### src/rtl/rxq_pkg.sv
// Package: shared sizes and the trigger decode for the receive FIFO.
// Assumes byte-wide data and a two-bit trigger select field.
package rxq_pkg;
    localparam int RXQ_DEPTH   = 16;
    localparam int RXQ_DW      = 8;
    localparam int RXQ_IDLE    = 15;
    localparam int RXQ_CW      = $clog2(RXQ_DEPTH + 1);

    // Map the two-bit select onto a fill threshold.
    function automatic logic [RXQ_CW-1:0] trig_decode(input logic [1:0] sel);
        case (sel)
            2'd0:    trig_decode = RXQ_CW'(1);
            2'd1:    trig_decode = RXQ_CW'(4);
            2'd2:    trig_decode = RXQ_CW'(8);
            default: trig_decode = RXQ_CW'(14);
        endcase
    endfunction
endpackage

### src/rtl/rxq_store.sv
// Module: circular byte store with write index, read index and occupancy.
// Assumes the caller only pushes when not full and only pops when not
// empty; flush overrides both.
module rxq_store #(
    parameter int DEPTH = 16,
    parameter int DW    = 8,
    localparam int AW   = $clog2(DEPTH),
    localparam int CW   = $clog2(DEPTH + 1)
) (
    input  logic          clk,
    input  logic          rst_n,
    input  logic          push,
    input  logic [DW-1:0] din,
    input  logic          pop,
    input  logic          flush,
    output logic [DW-1:0] dout,
    output logic [CW-1:0] count
);
    logic [DW-1:0] mem [DEPTH];
    logic [AW-1:0] wr_idx, rd_idx;

    // Wrap an index at the end of the buffer.
    function automatic logic [AW-1:0] bump(input logic [AW-1:0] i);
        bump = (i == AW'(DEPTH - 1)) ? '0 : i + AW'(1);
    endfunction

    // Write the incoming byte into the slot at the write index.
    always_ff @(posedge clk) begin
        if (push && !flush) mem[wr_idx] <= din;
    end

    // Advance indices and occupancy; flush zeroes all three.
    always_ff @(posedge clk) begin
        if (!rst_n || flush) begin
            wr_idx <= '0;
            rd_idx <= '0;
            count  <= '0;
        end else begin
            if (push) wr_idx <= bump(wr_idx);
            if (pop)  rd_idx <= bump(rd_idx);
            count <= count + CW'(push) - CW'(pop);
        end
    end

    // Present the oldest byte, zero while empty.
    always_comb dout = (count == '0) ? '0 : mem[rd_idx];


    cnt_bound_chk: assert property (@(posedge clk) disable iff (!rst_n)
        count <= CW'(DEPTH));

    push_pop_level_chk: assert property (@(posedge clk) disable iff (!rst_n)
        (push && pop && !flush) |=> $stable(count));

    flush_empty_chk: assert property (@(posedge clk) disable iff (!rst_n)
        flush |=> (count == '0 && wr_idx == rd_idx));

    idle_idx_chk: assert property (@(posedge clk) disable iff (!rst_n)
        (!push && !pop && !flush) |=> ($stable(rd_idx) && $stable(wr_idx)));
endmodule

### src/rtl/rxq_idle_timer.sv
// Module: idle timer counting elementary time units after a sub-trigger byte.
// Assumes restart and cancel are mutually exclusive; cancel wins if not.
module rxq_idle_timer #(
    parameter int IDLE = 15,
    localparam int TW  = $clog2(IDLE + 1)
) (
    input  logic clk,
    input  logic rst_n,
    input  logic restart,
    input  logic cancel,
    input  logic tick,
    output logic fire
);
    logic          armed;
    logic [TW-1:0] ticks;

    // Fire on the tick that completes the idle window.
    always_comb fire = armed && tick && (ticks == TW'(IDLE - 1)) && !restart && !cancel;

    // Arm on restart, count ticks while armed, disarm on fire or cancel.
    always_ff @(posedge clk) begin
        if (!rst_n || cancel) begin
            armed <= 1'b0;
            ticks <= '0;
        end else if (restart) begin
            armed <= 1'b1;
            ticks <= '0;
        end else if (fire) begin
            armed <= 1'b0;
            ticks <= '0;
        end else if (armed && tick) begin
            ticks <= ticks + TW'(1);
        end
    end


    tmo_window_chk: assert property (@(posedge clk) disable iff (!rst_n)
        ticks < TW'(IDLE));

    tmo_disarm_chk: assert property (@(posedge clk) disable iff (!rst_n)
        fire |=> !armed);
endmodule

### src/rtl/rxq_trig_fifo.sv
// Module: receive FIFO top; holds the enable, interrupt-enable and trigger
// settings and drives the receive-full flag and interrupt.
// Assumes etu_tick is a single-cycle pulse and rd_pop one strobe per read.
module rxq_trig_fifo
    import rxq_pkg::*;
(
    input  logic        clk,
    input  logic        rst_n,
    input  logic        byte_vld,
    input  logic [7:0]  byte_in,
    input  logic        etu_tick,
    input  logic        ctl_wr,
    input  logic [7:0]  ctl_wdata,
    input  logic        fcr_wr,
    input  logic [7:0]  fcr_wdata,
    input  logic        rd_pop,
    output logic [7:0]  rd_data,
    output logic [4:0]  level,
    output logic        rx_full,
    output logic        rx_irq
);
    localparam int CW = RXQ_CW;

    logic          rx_en, rie;
    logic [CW-1:0] trig, cnt, cnt_nxt;
    logic          flush, push_ok, pop_ok, hit, tmo_fire, set_ev, clr_ev;

    // Qualify the strobes and work out the post-update level.
    always_comb begin
        flush   = fcr_wr && fcr_wdata[1];
        push_ok = byte_vld && rx_en && (cnt != CW'(RXQ_DEPTH)) && !flush;
        pop_ok  = rd_pop && (cnt != '0) && !flush;
        cnt_nxt = cnt + CW'(push_ok) - CW'(pop_ok);
        hit     = push_ok && (cnt_nxt >= trig);
        set_ev  = hit || tmo_fire;
        clr_ev  = pop_ok && (cnt_nxt < trig) && !set_ev;
    end

    rxq_store #(.DEPTH(RXQ_DEPTH), .DW(RXQ_DW)) u_store (
        .clk   (clk),
        .rst_n (rst_n),
        .push  (push_ok),
        .din   (byte_in),
        .pop   (pop_ok),
        .flush (flush),
        .dout  (rd_data),
        .count (cnt)
    );

    rxq_idle_timer #(.IDLE(RXQ_IDLE)) u_timer (
        .clk     (clk),
        .rst_n   (rst_n),
        .restart (push_ok && !hit),
        .cancel  (hit || flush),
        .tick    (etu_tick),
        .fire    (tmo_fire)
    );

    // Hold the control bits and the decoded trigger.
    always_ff @(posedge clk) begin
        if (!rst_n) begin
            rx_en <= 1'b0;
            rie   <= 1'b0;
            trig  <= CW'(1);
        end else begin
            if (ctl_wr) begin
                rx_en <= ctl_wdata[4];
                rie   <= ctl_wdata[6];
            end
            if (fcr_wr) trig <= trig_decode(fcr_wdata[7:6]);
        end
    end

    // Update the receive-full flag and the interrupt.
    always_ff @(posedge clk) begin
        if (!rst_n || flush) begin
            rx_full <= 1'b0;
            rx_irq  <= 1'b0;
        end else begin
            if (set_ev)      rx_full <= 1'b1;
            else if (clr_ev) rx_full <= 1'b0;
            if (ctl_wr && !ctl_wdata[6]) rx_irq <= 1'b0;
            else if (set_ev && rie)      rx_irq <= 1'b1;
            else if (clr_ev)             rx_irq <= 1'b0;
        end
    end

    always_comb level = cnt;


    irq_needs_flag_chk: assert property (@(posedge clk) disable iff (!rst_n)
        rx_irq |-> rx_full);

    flag_cause_chk: assert property (@(posedge clk) disable iff (!rst_n)
        ($rose(rx_full) && !$past(push_ok)) |-> $past(tmo_fire));

    irq_mask_chk: assert property (@(posedge clk) disable iff (!rst_n)
        (ctl_wr && !ctl_wdata[6]) |=> !rx_irq);

    drop_disabled_chk: assert property (@(posedge clk) disable iff (!rst_n)
        (!rx_en && !rd_pop && !fcr_wr) |=> $stable(level));

    empty_read_chk: assert property (@(posedge clk) disable iff (!rst_n)
        (level == 5'd0) |-> (rd_data == 8'd0));
endmodule

### config.mk
export PLATFORM = sky130hd
export DESIGN_NAME = rxq_trig_fifo
export DESIGN_NICKNAME = d
export VERILOG_FILES = /design/src/rtl/rxq_pkg.sv /design/src/rtl/rxq_store.sv /design/src/rtl/rxq_idle_timer.sv /design/src/rtl/rxq_trig_fifo.sv
export SDC_FILE = /design/constraint.sdc
export NUM_CORES = 1
export LEC_CHECK = 0
export BUFFER_PORTS_ARGS = -buffer_cell sky130_fd_sc_hd__clkbuf_2
export CORE_MARGIN = 3
export CORE_UTILIZATION = 59
export DETAILED_ROUTE_END_ITERATION = 8
export PLACE_DENSITY = 0.78
export SETUP_SLACK_MARGIN = 0.2
export SLEW_MARGIN = 20
export SYNTH_ARGS = -nofsm -noshare
export SYNTH_HDL_FRONTEND = slang
export SYNTH_SLANG_ARGS = --single-unit
### constraint.sdc
create_clock -name clk -period 4.1 [get_ports clk]
set_input_delay 0.205 -clock clk [delete_from_list [all_inputs] [get_ports clk]]
set_output_delay 0.205 -clock clk [all_outputs]
set_load 0.03 [all_outputs]
==> parameters.txt, run 1 <==
Parameter                              Value

Run status
  Status    complete, no violations

Timing
  Minimum hold slack    around 0.025 ns
  Post-route minimum period    3.624 ns
  Hold Violations, Final    0
  Remaining max-slew budget at the tightest pin    25.81%
  Maximum frequency from static timing analysis    275.9 MHz
  Total negative slack    0 ns
  Number of max-slew violations in the final report    0
  RSZ-0062 raised after global routing    no
  Transition time of the tightest slew-check pin    1.111 ns
  Final period utilization    about nine tenths
  Final setup skew    0.01623 ns
  Total of endpoints with negative setup slack in the final report    0

Pwr
  Pwr per Cell Area    553.6 mW/mm2
  Clock network fraction of design power    34.7%
  Power share of the combinational group    21.3%
  Psw    1216 uW
  Max IR drop VDD    0.4270 mV
  Switching fraction of total power    29.60%
  Leakage Power    0.002470 uW
  Portion of total power attributed to sequential cells    between 40% and 50%
  Cell-internal power    2892 uW

Synthesis
  Number of nets produced by synthesis    430
  Cell type with the largest total area after synthesis    sky130_fd_sc_hd__edfxtp_1
  Leading post-synthesis cells by cell area    sky130_fd_sc_hd__edfxtp_1 59%, sky130_fd_sc_hd__mux4_2 11%, sky130_fd_sc_hd__dfxtp_1 9.3%
  Total number of yosys warnings    0
  Most frequently used flop master after synthesis    sky130_fd_sc_hd__edfxtp_1
  Count of unique library cells instantiated by Yosys    46
  Fraction of registers with async set or reset after synthesis    0%
  Syn Inst Count    381
  Fraction of post-synthesis cell area in the top cell type by area    59.33%
  Number of flip-flops and latches in the synthesized netlist    around 160
  Syn_area_per_cell    17.00 um2
  Sequential fraction of the synthesis area    68.60%
  Number of synthesized flops with an enable pin    128
  Cell Area, Synth    0.006479 mm2

Drt
  Via count of the routed design    about 3500
  Routed len/inst    21.77 um
  DRC viols    0
  Count of nets left with antenna violations after detail routing    0
  Average vias per placed instance    between 6 and 7
  Total wire length after detailed routing    12.67 mm
  Initial DRC count    314
  Detailed Routing Iterations Pass 1    5

Placed design
  HPWL Detailed    around 7.4 mm
  IO buf count    34
  GP Congestion    0.8074
  Placed insts    541
  Placement Cell Area    0.006778 mm2

Finish
  Diode count    0
  Number of nets at the end of the flow    483
  Most frequent cells in the layout    128 x sky130_fd_sc_hd__edfxtp_1, 34 x sky130_fd_sc_hd__clkbuf_2, 32 x sky130_fd_sc_hd__mux4_2
  Share of cells above drive strength 1    25.34%
  Finished layout cell area    ~0.0074 mm2
  Area growth from synthesis to layout    14.52%
  Most common library cell in the layout ignoring fill and taps    sky130_fd_sc_hd__edfxtp_1
  Non-filler instance count after layout    582
  Fill count    653

Setup path
  Max Fanout on Critical Path    6
  Crit path kind    register to register
  Worst Path Required    4.53 ns
  Critical Path Max Stage Delay    0.51 ns
  Reg2Reg Depth    15
  List of cells traversed by the critical path    inv_1, ha_1, or4b_4, nand3_2, inv_2, ha_1, inv_1, ha_1, fa_1, xor2_1, ha_1, nand4b_1, and3_1, a41o_1, a211oi_1
  Endpoint arrival time on the critical path    4.05 ns
  Dominant cell type by count on the critical path    sky130_fd_sc_hd__ha_1
  CP Capture Type    register
  Startpoint Class    register
  Highest-delay cell along the critical path    sky130_fd_sc_hd__or4b_4

Floorplan
  Site row count    37
  Die area    0.01227 mm2
  Top Ports    46
  Height of the die    approximately 110 um
  DIE WIDTH    around 110 um
  Starting utilization of the core area    61.65%
  Area of the core    0.01051 mm2

Clocking
  Clock tree from TritonCTS    done
  TritonCTS buffer count    17
  Clock tree root driver cell    sky130_fd_sc_hd__clkbuf_8
  Maximum number of buffers from clock root to sink    2
  Clock-pin slew reported for the worst setup and hold paths after clock tree synthesis    0.07 ns
  Count of clock tree sinks    158
  Source-to-sink clock delay at the later pin of the worst-skew pair    around 0.53 ns
  H-Tree Depth    4

Flow run
  Reported max-cap violation count    0

GRT
  Vias in the first global route    3768
  Overall overflow remaining after global route    0
  Number of antenna violations at the first check in global routing    0
  Global-route wire length before repair    20.58 mm
  Pin count of the biggest net entering global routing    33
  Total global routing track utilization    22.36%

Worst hold path
  Worst hold path depth    3
  Hold WC Path Type    primary input to register
[worst paths after layout]
kind | start | to | slack [ns]
setup / recovery | u_store.count[3] | rx_irq | 0.48
hold reg to reg | rx_full | rx_full | 0.51
setup reg to reg | u_store.count[3] | rx_irq | 0.48
hold / removal | ctl_wr | rx_en | 0.02
[power groups by stage]
stage	logic (uW)	registers, uW	clock network [uW]
2_1_floorplan	624	1850	0
3_3_place_gp	807	1840	0
3_5_place_dp	833	1840	0
4_1_cts	851	1810	1450
5_1_grt	969	1820	1530
6_report	873	1810	1430
[kinds of logic (layout without fill, tap and decap cells)]
family / count (synthesis) / count (layout) / synth area share (%)
DFF: 158 / 158 / 68.60
and+or+nand+nor: 74 / 74 / 5.871
muxes: 55 / 55 / 14.68
AOI/OAI and AO/OA: 35 / 35 / 3.689
buffers and inverters: 31 / 96 / 2.221
adders and majority gates: 18 / 18 / 3.592
xor gates and xnor gates: 10 / 10 / 1.352
[stage by stage]
stage | util, % | total power (uW) | setup slack, ns
global placement | 64.50 | 2649 | 0.5694
finish | 70.60 | 4108 | 0.4759
detailed placement | 64.50 | 2677 | 0.4647
CTS | 70.48 | 4111 | 0.4291
floorplan | - | 2472 | 0.6348
global route | 70.60 | 4314 | 0.2411
[repair_timing]
| item | in CTS | in global routing |
|---|---|---|
| gates resized for setup | 0 | 1 |
| hold buffers | 9 | 0 |
| endpoints found under the hold margin | 9 | 0 |
| endpoints found under the setup margin | 0 | 2 |
| setup buffers | 0 | 1 |
[state kept, by name, indices dropped and copies added, names as in the netlist, named ones only]
| register | cells |
|---|---|
| u_timer.ticks | 4 |
| rx_irq | 1 |
| u_store.mem | 128 |
| u_timer.armed | 1 |
| u_store.rd_idx | 4 |
| u_store.count | 5 |
| rie | 1 |
| trig | 4 |
| rx_full | 1 |
| rx_en | 1 |
| u_store.wr_idx | 4 |
[critical path: cells and delay by family (launching register included)]
family                     cells  cell delay, ns
DFF                            1            0.33
adders and majority gates      5            1.39
xor gates and xnor gates       1            0.19
and+or+nand+nor                4            0.93
buffers and inverters          3            0.21
AOI/OAI and AO/OA              2            0.47
[cell type report]
| cell class | count | area, um2 | share of cell area [%] |
|---|---|---|---|
| sequential | 158 | 4446 | 59.92 |
| multi-input combinational | 192 | 1896 | 25.55 |
| clock buffer | 17 | 414.1 | 5.582 |
| timing repair buffer | 50 | 312.8 | 4.216 |
| tap | 136 | 170.2 | 2.293 |
| clock inverter | 14 | 125.1 | 1.686 |
| inverter | 15 | 56.30 | 0.7589 |
[metal layers]
metal / part of all wire, % / track usage, % / vias up / routed length, um
li1: - / - / 1602 / -
met1: 39 / 27.74 / 1757 / 4935
met2: 54 / 37.38 / 138 / 6831
met3: 5.3 / 6.496 / 16 / 675
met4: 1.8 / 8.621 / 0 / 229
met5: 0 / 0 / - / 0
[synth_stat cells, types with 3 or more instances]
cell type                  count
sky130_fd_sc_hd__a21oi_1       9
sky130_fd_sc_hd__and3_1        4
sky130_fd_sc_hd__buf_1         6
sky130_fd_sc_hd__buf_2         4
sky130_fd_sc_hd__dfxtp_1      30
sky130_fd_sc_hd__edfxtp_1    128
sky130_fd_sc_hd__ha_1         17
sky130_fd_sc_hd__inv_1        14
sky130_fd_sc_hd__mux2i_1      23
sky130_fd_sc_hd__mux4_2       32
sky130_fd_sc_hd__nand2_1      15
sky130_fd_sc_hd__nand3_1       8
sky130_fd_sc_hd__nor2_1       25
sky130_fd_sc_hd__nor2b_1       5
sky130_fd_sc_hd__nor3_1        4
sky130_fd_sc_hd__o21ai_0       4
sky130_fd_sc_hd__o22ai_1       9
sky130_fd_sc_hd__xnor2_1       3
sky130_fd_sc_hd__xor2_1        7
No activity file was read; power rests on OpenSTA's default activity.
==> inputs of run 2 (changes only) <==
- PLACE_DENSITY: 0.78 -> 0.81
- RECOVER_POWER: unset -> 50
==> parameters.txt, run 2 (synthesis gave the netlist of run 1 again) <==
Parameter                              Value

Pwr
  Switching fraction of total power    28.79% (-0.81 points)
  Portion of total power attributed to sequential cells    44.2% (+0.2 points)
  Cell-internal power    2912 uW (+0.69%)
  Pwr per Cell Area    553.4 mW/mm2 (about the same)
  Leakage Power    0.002426 uW (-1.8%)
  Clock network fraction of design power    35.4% (+0.7 points)
  Power share of the combinational group    20.5% (-0.8 points)
  Psw    1177 uW (-3.2%)
  Max IR drop VDD    0.5470 mV (+28%)

Placed design
  Placement Cell Area    0.006785 mm2 (+0.11%)
  HPWL Detailed    7.590 mm (+2.0%)
  IO buf count    34 (unchanged)
  GP Congestion    0.8210 (+1.7%)

Floorplan
  DIE WIDTH    110.8 um (unchanged)
  Area of the core    0.01051 mm2 (unchanged)
  Top Ports    46 (unchanged)
  Site row count    37 (unchanged)
  Starting utilization of the core area    61.65% (unchanged)
  Die area    0.01227 mm2 (unchanged)
  Height of the die    110.8 um (unchanged)

Finish
  Most frequent cells in the layout    128 x sky130_fd_sc_hd__edfxtp_1, 32 x sky130_fd_sc_hd__mux4_2, 29 x sky130_fd_sc_hd__dfxtp_1
  Largest registers    u_store.mem: 128 flops, u_store.count: 5 flops
  Largest register by flop count    u_store.mem
  Share of cells above drive strength 1    20.58% (-4.8 points)
  Diode count    0 (unchanged)
  Number of nets at the end of the flow    483 (unchanged)
  Most common library cell in the layout ignoring fill and taps    sky130_fd_sc_hd__edfxtp_1
  Number of flip-flops under the largest register name    128 (unchanged)
  Finished layout cell area    0.007388 mm2 (-0.42%)
  Area growth from synthesis to layout    14.04%

Drt
  DRC viols    0 (unchanged)
  Routed len/inst    20.76 um (-4.7%)
  Detailed Routing Iterations Pass 1    5 (unchanged)
  Average vias per placed instance    6.010 (-0.43%)
  Count of nets left with antenna violations after detail routing    0 (unchanged)
  Via count of the routed design    3504 (-0.26%)
  Total wire length after detailed routing    12.10 mm (-4.5%)
  Initial DRC count    304 (-3.2%)

Timing
  Total of endpoints with negative setup slack in the final report    0 (unchanged)
  Remaining max-slew budget at the tightest pin    24.54% (-1.3 points)
  Maximum frequency from static timing analysis    272.8 MHz (-1.1%)
  Transition time of the tightest slew-check pin    1.130 ns (+0.01904 ns)
  Total negative slack    0 ns (unchanged)
  Number of max-slew violations in the final report    0 (unchanged)
  Post-route minimum period    3.665 ns (+0.04114 ns)
  Final period utilization    89.40% (+1.0 points)
  Final setup skew    0.01052 ns (-0.005717 ns)
  RSZ-0062 raised after global routing    no
  Hold Violations, Final    0 (unchanged)

Worst hold path
  Worst Hold End    u_store.rd_idx[1]
  Worst hold path depth    3 (unchanged)
  Hold WC Path Type    primary input to register
  Min-Delay Startpoint    rd_pop

Flow run
  Reported max-cap violation count    0 (unchanged)

Clocking
  Source-to-sink clock delay at the later pin of the worst-skew pair    0.52 ns (about the same)
  Post-CTS setup buffers    0 (unchanged)
  Count of clock tree sinks    158 (unchanged)
  TritonCTS buffer count    17 (unchanged)
  H-Tree Depth    4 (unchanged)
  Clock tree from TritonCTS    done
  Clock-pin slew reported for the worst setup and hold paths after clock tree synthesis    0.07 ns (about the same)
  Clock tree root driver cell    sky130_fd_sc_hd__clkbuf_8
  Maximum number of buffers from clock root to sink    2 (unchanged)

Setup path
  Startpoint Class    register
  Highest-delay cell along the critical path    sky130_fd_sc_hd__or4b_1
  Critical R2R Capture    rx_irq
  Crit path kind    register to register
  Critical Path Max Stage Delay    0.53 ns (+0.02 ns)
  Dominant cell type by count on the critical path    sky130_fd_sc_hd__ha_1
  Worst Path Required    4.53 ns (about the same)
  List of cells traversed by the critical path    inv_1, ha_1, or4b_1, nand3_1, inv_2, ha_1, inv_1, ha_1, fa_1, xor2_1, ha_1, nand4b_1, and3_1, a41o_1, a211oi_1
  Launch instance of the worst register-to-register path    u_store.count[3]
  Reg2Reg Setup Slack    0.43 ns (-0.04 ns)
  CP Capture Type    register
  Endpoint arrival time on the critical path    4.10 ns (+0.05 ns)
  Max Fanout on Critical Path    6 (unchanged)
  Reg2Reg Depth    15 (unchanged)

GRT
  Overall overflow remaining after global route    0 (unchanged)
  Total global routing track utilization    21.00% (-1.4 points)
  Vias in the first global route    3618 (-4.0%)
  Number of antenna violations at the first check in global routing    0 (unchanged)
  Pin count of the biggest net entering global routing    19 (-42%)
  Global-route wire length before repair    19.49 mm (-5.3%)

Run status
  Status    complete, no violations
## run 2: changes by cell type in the layout (fill, tap and decap cells not counted), moves of 2 or more
cell	before	now
sky130_fd_sc_hd__clkbuf_2	34	17
sky130_fd_sc_hd__clkinv_4	2	5
sky130_fd_sc_hd__inv_8	3	0
sky130_fd_sc_hd__nand3_2	2	0
sky130_fd_sc_hd__clkinv_2	0	3
sky130_fd_sc_hd__clkinvlp_4	4	2
sky130_fd_sc_hd__clkbuf_1	0	17
sky130_fd_sc_hd__nand3_1	7	9
## run 2: critical path: cells and delay by family, from the launching register on
kind	cells	cell delay, ns
and+or+nand+nor	4	1.01
DFF	1	0.33
AOI/OAI and AO/OA	2	0.46
buffers and inverters	3	0.22
adders and majority gates	5	1.35
xor gates and xnor gates	1	0.19
## run 2: area by class of cell
type                    instances  area (um2)
clock inverters                15       138.9
inverters                      15       56.30
well taps                     136       170.2
flip-flops and latches        158        4446
clock buffers                  17       414.1
fillers                       656        3120
multi-input cells             192        1872
repair buffers                 50       291.5
## run 2: how the worst max path moves through the flow
stage | start | end | slack [ns] | cells after the start
5_1_grt | u_store.count[3] | rx_irq | 0.19 | 15
6_report | u_store.count[3] | rx_irq | 0.43 | 15
2_1_floorplan | u_store.count[3] | rx_irq | 0.63 | 15
3_5_place_dp | u_store.count[3] | rx_irq | 0.48 | 15
4_1_cts | u_store.count[3] | rx_irq | 0.49 | 15
3_3_place_gp | u_store.count[2] | u_timer.armed | 0.56 | 15
## run 2: per-layer routing
metal  share of wire (%)  global-route usage [%]  vias up
li1                    -                       -     1595
met1                  39                   27.13     1755
met2                  53                   35.48      136
met3                 5.5                   4.694       18
met4                 1.9                   7.143        0
met5                   0                       0        -
## run 2: power groups by stage
stage                     clock network, uW  registers, uW  logic (uW)
after floorplan                           0           1850         624
after global placement                    0           1840         810
after detailed placement                  0           1840         836
after CTS                              1470           1810         848
after global routing                   1540           1810         924
final                                  1450           1810         837
## run 2: what timing repair did
action                                 in CTS  in global routing
gates resized for setup                     0                  0
hold buffers                                9                  0
endpoints found under the hold margin       7                  0
## run 2: stage by stage
stage / total power [uW] / std cells / util [%] / setup WS [ns] / hold WS, ns
floorplan: 2472 / 381 / - / 0.6348 / 0.3039
global placement: 2652 / 542 / 64.57 / 0.5643 / 0.4633
detailed placement: 2679 / 542 / 64.57 / 0.4817 / 0.4651
CTS: 4125 / 583 / 70.69 / 0.4855 / 0.001805
global route: 4282 / 583 / 70.31 / 0.1879 / 0.01422
finish: 4089 / 583 / 70.31 / 0.4347 / 0.02377
==> inputs of run 3 (changes only) <==
- ABC_AREA: unset -> 1
- PLACE_DENSITY: 0.81 -> 0.75
==> parameters.txt, run 3 <==
Parameter                              Value

Setup path
  Critical R2R Capture    rx_full
  List of cells traversed by the critical path    buf_4, clkinv_1, nand3_1, nand3_1, nand2_1, nand2_1, a21oi_1, clkbuf_2
  CP Capture Type    primary output
  Launch instance of the worst register-to-register path    u_store.count[3]
  Crit path kind    register to primary output
  Endpoint arrival time on the critical path    3.22 ns (-0.88 ns)
  Startpoint Class    register
  Worst Path Required    3.89 ns (-0.64 ns)
  Reg2Reg Depth    21 (+6)
  Critical Path Max Stage Delay    0.95 ns (+0.42 ns)
  Max Fanout on Critical Path    33 (+27)
  Highest-delay cell along the critical path    sky130_fd_sc_hd__clkinv_1
  Reg2Reg Setup Slack    0.82 ns (+0.39 ns)

Pwr
  Pwr per Cell Area    549.9 mW/mm2 (-0.63%)
  Cell-internal power    2852 uW (-2.1%)
  Final Power    4116 uW (+0.67%)
  Clock network fraction of design power    34.4% (-1.0 points)
  Switching fraction of total power    30.71% (+1.9 points)
  Power share of the combinational group    22.1% (+1.6 points)
  Max IR drop VDD    0.3173 mV (-42%)
  Psw    1264 uW (+7.4%)
  Portion of total power attributed to sequential cells    43.5% (-0.7 points)
  Leakage Power    0.002840 uW (+17%)

Timing
  RSZ-0062 raised after global routing    no
  Number of max-slew violations in the final report    0 (unchanged)
  Final period utilization    83.59% (-5.8 points)
  Maximum frequency from static timing analysis    291.8 MHz (+6.9%)
  Post-route minimum period    3.427 ns (-0.2379 ns)
  Total negative slack    0 ns (unchanged)
  Transition time of the tightest slew-check pin    1.072 ns (-0.05814 ns)
  Hold Violations, Final    0 (unchanged)
  Minimum hold slack    0.02447 ns (+0.0007045 ns)
  Total of endpoints with negative setup slack in the final report    0 (unchanged)
  Remaining max-slew budget at the tightest pin    28.52% (+4.0 points)
  Final setup skew    0.005833 ns (-0.004683 ns)

Drt
  Via count of the routed design    4713 (+35%)
  Detailed Routing Iterations Pass 1    6 (+1)
  Total wire length after detailed routing    14.41 mm (+19%)
  Count of nets left with antenna violations after detail routing    0 (unchanged)
  Initial DRC count    597 (+96%)
  Routed len/inst    17.30 um (-17%)
  Average vias per placed instance    5.658 (-5.9%)
  DRC viols    0 (unchanged)

Finish
  Number of nets at the end of the flow    729 (+51%)
  Diode count    0 (unchanged)
  Area growth from synthesis to layout    9.741%
  Fill count    812 (+24%)
  Largest register by flop count    u_store.mem
  Largest registers    u_store.mem: 128 flops, u_store.count: 5 flops
  Share of cells above drive strength 1    8.802% (-12 points)
  Most frequent cells in the layout    207 x sky130_fd_sc_hd__nand2_1, 128 x sky130_fd_sc_hd__edfxtp_1, 110 x sky130_fd_sc_hd__nand3_1
  Number of flip-flops under the largest register name    128 (unchanged)
  Most common library cell in the layout ignoring fill and taps    sky130_fd_sc_hd__nand2_1

GRT
  Overall overflow remaining after global route    0 (unchanged)
  Pin count of the biggest net entering global routing    65 (+46)
  Vias in the first global route    4722 (+31%)
  Global-route wire length before repair    23.21 mm (+19%)
  Number of antenna violations at the first check in global routing    0 (unchanged)
  Total global routing track utilization    23.46% (+2.5 points)

Synthesis
  Cell Area, Synth    0.006820 mm2 (+5.3%)
  Number of nets produced by synthesis    696 (+62%)
  Commonest cells in the netlist    206 x sky130_fd_sc_hd__nand2_1, 128 x sky130_fd_sc_hd__edfxtp_1, 109 x sky130_fd_sc_hd__nand3_1, 39 x sky130_fd_sc_hd__nor2_1, 35 x sky130_fd_sc_hd__inv_1
  Most frequently used flop master after synthesis    sky130_fd_sc_hd__edfxtp_1
  Cell with the most instances after synthesis    sky130_fd_sc_hd__nand2_1
  Leading post-synthesis cells by cell area    sky130_fd_sc_hd__edfxtp_1 56%, sky130_fd_sc_hd__nand2_1 11%, sky130_fd_sc_hd__dfxtp_1 8.8%
  Count of unique library cells instantiated by Yosys    29 (-37%)
  Number of synthesized flops with an enable pin    128 (unchanged)
  Syn_area_per_cell    10.54 um2 (-38%)
  Syn Inst Count    647 (+70%)
  Fraction of post-synthesis cell area in the top cell type by area    56.36% (-3.0 points)
  Fraction of registers with async set or reset after synthesis    0% (unchanged)
  Total number of yosys warnings    0 (unchanged)
  Cell type with the largest total area after synthesis    sky130_fd_sc_hd__edfxtp_1
  Sequential fraction of the synthesis area    65.16% (-3.4 points)
  Number of flip-flops and latches in the synthesized netlist    158 (unchanged)

Clocking
  Clock tree from TritonCTS    done
  Maximum number of buffers from clock root to sink    2 (unchanged)
  H-Tree Depth    4 (unchanged)
  Clock-pin slew reported for the worst setup and hold paths after clock tree synthesis    0.06 ns (about the same)
  Source-to-sink clock delay at the later pin of the worst-skew pair    0.42 ns (-0.10 ns)
  TritonCTS buffer count    17 (unchanged)
  Count of clock tree sinks    158 (unchanged)
  Number of gates resized after cts    0 (unchanged)
  Clock tree root driver cell    sky130_fd_sc_hd__clkbuf_16

Placed design
  IO buf count    34 (unchanged)
  HPWL Detailed    8.765 mm (+15%)
  GP Congestion    0.8332 (+1.5%)

Run status
  Status    complete, no violations

Floorplan
  Height of the die    113.5 um (+2.5%)
  DIE WIDTH    113.5 um (+2.5%)
  Area of the core    0.01108 mm2 (+5.4%)
  Top Ports    46 (unchanged)
  Site row count    38 (+2.7%)
  Starting utilization of the core area    61.57% (-0.085 points)
  Die area    0.01289 mm2 (+5.0%)

Worst hold path
  Min-Delay Startpoint    ctl_wdata[4]
  Hold WC Path Type    primary input to register
  Worst Hold End    rx_en
  Worst hold path depth    3 (unchanged)

Flow run
  Reported max-cap violation count    0 (unchanged)
[run 3: cell type report]
type / instances / area [um2] / share of cell area [%]
multi-input combinational: 426 / 1994 / 26.65
inverter: 38 / 145.1 / 1.939
clock buffer: 21 / 470.5 / 6.286
tap: 140 / 175.2 / 2.340
timing repair buffer: 39 / 192.7 / 2.574
sequential: 158 / 4446 / 59.39
clock inverter: 11 / 61.31 / 0.8191
[run 3: worst max-delay path by stage]
stage | start | endpoint
global placement | u_store.count[3] | rx_full
CTS | u_store.count[3] | rx_full
detailed placement | u_store.count[3] | rx_full
floorplan | u_store.count[3] | rx_irq
global route | register | rd_data[6]
finish | register | rd_data[6]
[run 3: routing by layer]
metal  part of all wire, %  GRT usage, %
met5                     0             0
met4                   2.7         8.574
met1                    41         29.96
met2                    48         39.07
met3                   8.0         5.836
[run 3: kinds of logic after synthesis]
kind of cell | after synthesis | synth area share, %
adder cells (fa/ha/maj) | 18 | 3.412
XOR/XNOR | 4 | 0.5136
flip-flops | 158 | 65.16
buffers and inverters | 63 | 5.302
AO/OA/AOI/OAI | 37 | 2.752
AND/OR/NAND/NOR | 367 | 22.86
[run 3: worst max-delay path, delay by kind of cell, from the launching register on]
kind,cells,cell delay (ns)
DFF,1,0.30
buffers and inverters,3,1.56
AOI/OAI and AO/OA,1,0.19
and+or+nand+nor,4,0.75
[run 3: stage by stage]
step / util (%) / cells / setup WS [ns] / area, um2
2_1_floorplan: - / 647 / 1.159 / 6820
3_3_place_gp: 62.94 / 799 / 1.136 / 6973
3_5_place_dp: 62.94 / 799 / 1.036 / 6973
4_1_cts: 67.92 / 833 / 1.027 / 7525
5_1_grt: 67.56 / 833 / 0.4098 / 7485
6_report: 67.56 / 833 / 0.6727 / 7485
[run 3: power by group through the flow]
stage | Sequential [uW] | Combinational [uW] | Clock [uW]
final | 1790 | 909 | 1420
after CTS | 1790 | 927 | 1430
after global placement | 1820 | 891 | 0
after floorplan | 1850 | 672 | 0
after global routing | 1800 | 1030 | 1500
after detailed placement | 1820 | 918 | 0
[run 3: timing repair]
action	CTS	global route
hold buffers	2	0
hold endpoints to repair	1	0
buffers inserted	0	0
